===== config.mk =====
export PLATFORM = sky130hd
export DESIGN_NAME = nvw_ctrl
export DESIGN_NICKNAME = d
export VERILOG_FILES = /design/src/rtl/nvw_pkg.sv /design/src/rtl/nvw_decode.sv /design/src/rtl/nvw_bank.sv /design/src/rtl/nvw_ctrl.sv
export SDC_FILE = /design/constraint.sdc
export NUM_CORES = 2
export LEC_CHECK = 0
export BUFFER_PORTS_ARGS = -buffer_cell sky130_fd_sc_hd__buf_2
export CAP_MARGIN = 20
export CORE_MARGIN = 2
export CORE_UTILIZATION = 45
export DETAILED_ROUTE_END_ITERATION = 10
export SETUP_SLACK_MARGIN = 0.2
export SYNTH_ARGS = -nofsm -noshare
export SYNTH_HDL_FRONTEND = slang
export SYNTH_SLANG_ARGS = --single-unit

===== constraint.sdc =====
create_clock -name clk -period 5.5 [get_ports clk]
set_clock_uncertainty 0.05 [all_clocks]
set_input_delay 0.55 -clock clk [delete_from_list [all_inputs] [get_ports clk]]
set_output_delay 0.55 -clock clk [all_outputs]
set_load 0.01 [all_outputs]

===== src/rtl/nvw_pkg.sv =====
package nvw_pkg;
  localparam int ADDR_W = 24;
  localparam int DATA_W = 8;

  localparam logic [ADDR_W-1:0] REG_BASE = 24'h224000;
  localparam logic [1:0] RSEL_CODE = 2'd0;
  localparam logic [1:0] RSEL_DATA = 2'd1;
  localparam logic [1:0] RSEL_STAT = 2'd2;
  localparam logic [1:0] RSEL_PEND = 2'd3;

  localparam logic [DATA_W-1:0] FILL_BUSY = 8'hFF;
  localparam logic [DATA_W-1:0] FILL_NONE = 8'h00;

  typedef struct packed {
    logic        code_hit;
    logic        data_hit;
    logic        reg_hit;
    logic [1:0]  sec;
    logic [11:0] off;
    logic [1:0]  rsel;
  } dec_t;

  typedef enum logic [2:0] {
    SRC_REG, SRC_CODE, SRC_DATA, SRC_FILL, SRC_NONE
  } src_t;
endpackage


===== src/rtl/nvw_decode.sv =====
module nvw_decode
  import nvw_pkg::*;
(
  input  logic [ADDR_W-1:0] addr,
  output dec_t              dec
);
  always_comb begin
    dec      = '0;
    dec.off  = addr[11:0];
    dec.rsel = addr[1:0];
    if (addr[ADDR_W-1:2] == REG_BASE[ADDR_W-1:2]) begin
      dec.reg_hit = 1'b1;
    end else if (addr <= 24'h000FFF) begin
      dec.code_hit = 1'b1; dec.sec = 2'd0;
    end else if (addr >= 24'h010000 && addr <= 24'h013FFF) begin
      dec.code_hit = 1'b1; dec.sec = 2'd1;
    end else if (addr >= 24'h014000 && addr <= 24'h015FFF) begin
      dec.code_hit = 1'b1; dec.sec = 2'd2;
    end else if (addr >= 24'h016000 && addr <= 24'h017FFF) begin
      dec.code_hit = 1'b1; dec.sec = 2'd3;
    end else if (addr >= 24'h228000 && addr <= 24'h2287FF) begin
      dec.data_hit = 1'b1; dec.sec = 2'd0;
    end else if (addr >= 24'h22C000 && addr <= 24'h22C7FF) begin
      dec.data_hit = 1'b1; dec.sec = 2'd1;
    end else if (addr >= 24'h220000 && addr <= 24'h2201FF) begin
      dec.data_hit = 1'b1; dec.sec = 2'd2;
    end
  end
endmodule


===== src/rtl/nvw_bank.sv =====
module nvw_bank #(
  parameter int IDX_W    = 8,
  parameter int BUSY_CYC = 16
) (
  input  logic             clk,
  input  logic             rst,
  input  logic             ld_en,
  input  logic [IDX_W-1:0] ld_idx,
  input  logic [7:0]       ld_data,
  input  logic             start,
  input  logic [IDX_W-1:0] rd_idx,
  output logic             busy,
  output logic             finish,
  output logic [7:0]       rd_data
);
  localparam int DEPTH = 1 << IDX_W;
  localparam int CNT_W = $clog2(BUSY_CYC + 1);

  logic [CNT_W-1:0] cnt;
  logic [IDX_W-1:0] hold_idx;
  logic [7:0]       hold_data;
  logic [7:0]       mem [DEPTH];

  assign finish = busy && (cnt == '0);

  always_ff @(posedge clk) begin
    if (rst) begin
      busy <= 1'b0;
      cnt  <= '0;
    end else if (start && !busy) begin
      busy <= 1'b1;
      cnt  <= CNT_W'(BUSY_CYC - 1);
    end else if (busy) begin
      if (cnt == '0) busy <= 1'b0;
      else           cnt  <= cnt - 1'b1;
    end
  end

  always_ff @(posedge clk) begin
    if (ld_en && !busy) begin
      hold_idx  <= ld_idx;
      hold_data <= ld_data;
    end
  end

  always_ff @(posedge clk) begin
    if (finish && !rst) mem[hold_idx] <= hold_data;
    rd_data <= mem[rd_idx];
  end
endmodule


===== src/rtl/nvw_ctrl.sv =====
module nvw_ctrl
  import nvw_pkg::*;
#(
  parameter int SEC_AW   = 6,
  parameter int BUSY_CYC = 16
) (
  input  logic              clk,
  input  logic              rst,
  input  logic              req_valid,
  input  logic              req_write,
  input  logic [ADDR_W-1:0] req_addr,
  input  logic [DATA_W-1:0] req_wdata,
  output logic              rsp_valid,
  output logic [DATA_W-1:0] rsp_data,
  output logic              rsp_err,
  input  logic              ext_irq,
  output logic              irq
);
  localparam int IDX_W  = SEC_AW + 2;
  localparam int NBANKS = 2;

  dec_t dec;
  logic wr, rd, unmapped;
  logic [NBANKS-1:0] bank_hit, bank_busy, bank_finish, bank_start, reject, ie_q, pend_q;
  logic [7:0]        bank_rd [NBANKS];
  logic [IDX_W-1:0]  idx;
  logic              err_q;

  nvw_decode u_dec (.addr(req_addr), .dec(dec));

  assign wr       = req_valid && req_write;
  assign rd       = req_valid && !req_write;
  assign unmapped = !(dec.reg_hit || dec.code_hit || dec.data_hit);
  assign idx      = {dec.sec, dec.off[SEC_AW-1:0]};

  for (genvar b = 0; b < NBANKS; b++) begin : g_bank
    localparam int OB = NBANKS - 1 - b;
    logic ctl_sel, go_req, staged, ie_r, pend_r;

    if (b == 0) begin : g_code
      assign bank_hit[b] = dec.code_hit;
    end else begin : g_data
      assign bank_hit[b] = dec.data_hit;
    end

    assign ctl_sel       = dec.reg_hit && (dec.rsel == 2'(b));
    assign go_req        = wr && ctl_sel && req_wdata[0] && !bank_busy[b];
    assign bank_start[b] = go_req && staged && !bank_busy[OB];
    assign reject[b]     = go_req && !bank_start[b];

    always_ff @(posedge clk) begin
      if (rst) begin
        staged <= 1'b0;
        ie_r   <= 1'b0;
        pend_r <= 1'b0;
      end else begin
        if (bank_start[b])                          staged <= 1'b0;
        else if (wr && bank_hit[b] && !bank_busy[b]) staged <= 1'b1;
        if (wr && ctl_sel) ie_r <= req_wdata[1];
        if (bank_finish[b]) pend_r <= 1'b1;
        else if (wr && dec.reg_hit && dec.rsel == RSEL_PEND && req_wdata[b]) pend_r <= 1'b0;
      end
    end

    assign ie_q[b]   = ie_r;
    assign pend_q[b] = pend_r;

    nvw_bank #(.IDX_W(IDX_W), .BUSY_CYC(BUSY_CYC)) u_bank (
      .clk    (clk),
      .rst    (rst),
      .ld_en  (wr && bank_hit[b]),
      .ld_idx (idx),
      .ld_data(req_wdata),
      .start  (bank_start[b]),
      .rd_idx (idx),
      .busy   (bank_busy[b]),
      .finish (bank_finish[b]),
      .rd_data(bank_rd[b])
    );
  end

  always_ff @(posedge clk) begin
    if (rst) err_q <= 1'b0;
    else if (|reject || (wr && unmapped)) err_q <= 1'b1;
    else if (wr && dec.reg_hit && dec.rsel == RSEL_STAT && req_wdata[2]) err_q <= 1'b0;
  end

  // register read value, picked at request time
  logic [7:0] reg_val;
  always_comb begin
    case (dec.rsel)
      RSEL_CODE: reg_val = {6'b0, ie_q[0], bank_busy[0]};
      RSEL_DATA: reg_val = {6'b0, ie_q[1], bank_busy[1]};
      RSEL_STAT: reg_val = {5'b0, err_q, bank_busy[1], bank_busy[0]};
      default:   reg_val = {6'b0, pend_q};
    endcase
  end

  // read pipeline: stage 1 aligns with the array's registered read
  logic       s1_valid;
  src_t       s1_src;
  logic [7:0] s1_reg;
  always_ff @(posedge clk) begin
    if (rst) begin
      s1_valid <= 1'b0;
      s1_src   <= SRC_NONE;
      s1_reg   <= '0;
    end else begin
      s1_valid <= rd;
      s1_reg   <= reg_val;
      if (dec.reg_hit)                      s1_src <= SRC_REG;
      else if (|(bank_hit & bank_busy))     s1_src <= SRC_FILL;
      else if (dec.code_hit)                s1_src <= SRC_CODE;
      else if (dec.data_hit)                s1_src <= SRC_DATA;
      else                                  s1_src <= SRC_NONE;
    end
  end

  always_ff @(posedge clk) begin
    if (rst) begin
      rsp_valid <= 1'b0;
      rsp_data  <= '0;
      rsp_err   <= 1'b0;
      irq       <= 1'b0;
    end else begin
      rsp_valid <= s1_valid;
      rsp_err   <= s1_valid && (s1_src == SRC_FILL || s1_src == SRC_NONE);
      case (s1_src)
        SRC_REG:  rsp_data <= s1_reg;
        SRC_CODE: rsp_data <= bank_rd[0];
        SRC_DATA: rsp_data <= bank_rd[1];
        SRC_FILL: rsp_data <= FILL_BUSY;
        default:  rsp_data <= FILL_NONE;
      endcase
      irq <= ext_irq || |(pend_q & ie_q);
    end
  end
endmodule


==> results.sh <==
export IMPL_status="finished, final reports clean"
export IMPL_synth_area_per_cell_um2=21.22
export IMPL_cp_end_kind="register"
export IMPL_cts_made_buffers=406
export IMPL_p_comb_share_pct=4.1
export IMPL_drv_slew=0
export IMPL_wl_per_cell_um=37.24
export IMPL_gp_congestion=0.9322
export IMPL_cp_required_ns=6.09
export IMPL_ys_ff_latch=4181
export IMPL_synthesis_area_mm2=0.1620
export IMPL_power_share_switching_pct=21.36
export IMPL_p_int_mw=51.74
export IMPL_synth_flop_cell="edfxtp_1"
export IMPL_grt_pass1_wl_um=672900
export IMPL_synth_most_common_cell="edfxtp_1"
export IMPL_antenna_found_initial=31
export IMPL_netlist_instances=7634
export IMPL_dieArea_mm2=0.3647
export IMPL_rows=220
export IMPL_hp_class="in -> reg"
export IMPL_yosys_top_cells_area="edfxtp_1 77%, mux4_2 14%, nor2_1 1.4%"
export IMPL_power_leakage_nw=56.34
export IMPL_drt_iter0_drc=13370
export IMPL_hold_viol=0
export IMPL_dr_total_vias=83740
export IMPL_grtUsageMet2_pct=40.10
export IMPL_met3_usage_pct=6.673
export IMPL_switchingPower_mw=14.05
export IMPL_areaGrowthSynthToFinish_pct=12.65
export IMPL_die_y_um=603.9
export IMPL_layout_cells_non_filler=13070
export IMPL_worstSetupStartpointType="register"
export IMPL_cts_resized_gates=0
export IMPL_synth_edf_count=4128
export IMPL_first_global_vias=82170
export IMPL_synth_top_area_share_pct=76.54
export IMPL_worst_pin_slew_ns=1.375
export IMPL_dp_cells=12300
export IMPL_postCtsHoldBufs=11
export IMPL_postCtsSetupBuffers=0
export IMPL_die_width_um=603.9
export IMPL_grt_busiest_layer="met2"
export IMPL_yosysUniqueCellTypes=82
export IMPL_critPathKind="reg -> reg"
export IMPL_dpl_cell_area_mm2=0.1687
export IMPL_cp_max_fo=16
export IMPL_peakVddDrop_v=0.0003357
export IMPL_clk_path_buf_depth=4
export IMPL_fin_crit_sh_pct=82.33
export IMPL_io_pins=48
export IMPL_firstDrtPassIters=7
export IMPL_top_register="g_bank.u_bank.mem"
export IMPL_power_density_mw_per_mm2=360.6
export IMPL_drv_cap=0
export IMPL_synth_fp_nets=7675
export IMPL_total_power_mw=65.79
export IMPL_setup_viol=0
export IMPL_via_per_inst=6.406
export IMPL_ant_nets=0
export IMPL_rsz0062_at_grt="no"
export IMPL_arrival_ns=5.11
export IMPL_clk_pin_slew_ns=0.07
export IMPL_cts_root_buf="clkbuf_16"
export IMPL_largest_reg_flops=4096
export IMPL_track_usage_pct=26.53
export IMPL_grt_max_degree=188
export IMPL_fin_area_mm2=0.1825
export IMPL_yosysSeqAreaShare_pct=77.19
export IMPL_grtUsageMet1_pct=37.29
export IMPL_cts_tree="yes"
export IMPL_seqPwrFrac_pct=52.4
export IMPL_async_reset_ff_share_pct=0
export IMPL_nets=7986
export IMPL_ys_warn_count=0
export IMPL_insertion_delay_ns=1.04
export IMPL_htreeDepth=5
export IMPL_start_util_pct=45.15
export IMPL_fmax_ghz=0.2208
export IMPL_clock_sinks=4181
export IMPL_period_needed_ns=4.528
export IMPL_post_dp_hpwl_um=301500
export IMPL_drc=0
export IMPL_fill_cells=27930
export IMPL_final_setup_tns_ns=0
export IMPL_coreArea_mm2=0.3587
export IMPL_synthTopCellsByCount="4128 x edfxtp_1, 977 x mux4_2, 596 x nor2_1"
export IMPL_overflow=0
export IMPL_routed_wl_um=486800
export IMPL_yosys_area_top_type="edfxtp_1"
export IMPL_max_slew_margin_pct=8.333
export IMPL_layout_drive_gt1_share_pct=24.56
export IMPL_port_buffers=47
export IMPL_p_clk_share_pct=43.4
==> worst max-delay path: stages, from the launching register on <==
cell,delay [ns]
dfxtp_1,0.32
inv_1,0.14
ha_1,0.18
or4b_1,0.48
or3b_1,0.46
inv_1,0.14
nand2_1,0.07
nor2_1,0.68
nand3_1,0.79
nor2_1,0.83
==> worst paths after layout <==
check             slack [ns]  cells past startpoint                           end               startpoint
hold / removal          0.18                      1  g_bank[0].u_bank.hold_idx[2]              req_addr[2]
setup reg to reg        0.97                      9  g_bank[0].u_bank.mem[231][4]  g_bank[0].u_bank.cnt[0]
setup / recovery        0.97                      9  g_bank[0].u_bank.mem[231][4]  g_bank[0].u_bank.cnt[0]
hold reg to reg         0.42                      1                     rsp_valid                 s1_valid
==> per-stage QoR <==
stage | setup WS (ns) | utilization, % | hold WS (ns)
finish | 0.9716 | 50.87 | 0.1837
global route | 0.8610 | 50.86 | 0.1188
CTS | 1.128 | 50.86 | 0.09064
detailed placement | 0.8646 | 47.04 | 0.4099
global placement | 0.9337 | 47.01 | 0.4037
floorplan | 1.404 | - | 0.3807
==> logic make-up after synthesis <==
kind of cell    after synthesis  share of synthesized area, %
compound gates              631                         2.689
flops                      4181                         77.19
mux                        1215                         15.24
simple gates               1123                         3.017
xor+xnor                      8                       0.04327
buf+inv                     472                         1.782
fa+ha+maj                     4                       0.03090
==> per-layer routing <==
metal,vias to the layer above,wire length [um],part of all wire (%)
met2,5381,222000,46
met5,-,253,0.052
met4,20,21230,4.4
met1,44820,186900,38
met3,930,56400,12
li1,32590,-,-
==> placed cells by master, fill, tap and decap left out, drive strengths merged, types with 115 or more instances in the layout <==
| cell | count |
|---|---|
| edfxtp | 4128 |
| clkinv | 178 |
| mux2i | 200 |
| nand2 | 246 |
| a22oi | 129 |
| a21oi | 115 |
| clkbuf | 471 |
| buf | 345 |
| nor2 | 597 |
| mux4 | 994 |
==> cell type report <==
class / instances / area [um2] / share of cell area, %
timing repair buffer: 356 / 3418 / 1.874
clock inverter: 278 / 3127 / 1.714
sequential: 4181 / 125000 / 68.52
tap: 4773 / 5972 / 3.273
inverter: 19 / 78.83 / 0.04320
multi-input combinational: 2981 / 34340 / 18.82
clock buffer: 471 / 10470 / 5.736
antenna: 13 / 32.53 / 0.01783
==> power by group through the flow <==
stage	Combinational [mW]	Clock [mW]	Sequential (mW)
floorplan	1.58	0	35.2
global placement	2.66	0	35.2
detailed placement	2.67	0	35.2
CTS	2.68	28.8	34.5
global route	2.77	30.0	34.5
finish	2.72	28.6	34.5
(Power assumes the default switching activity.)
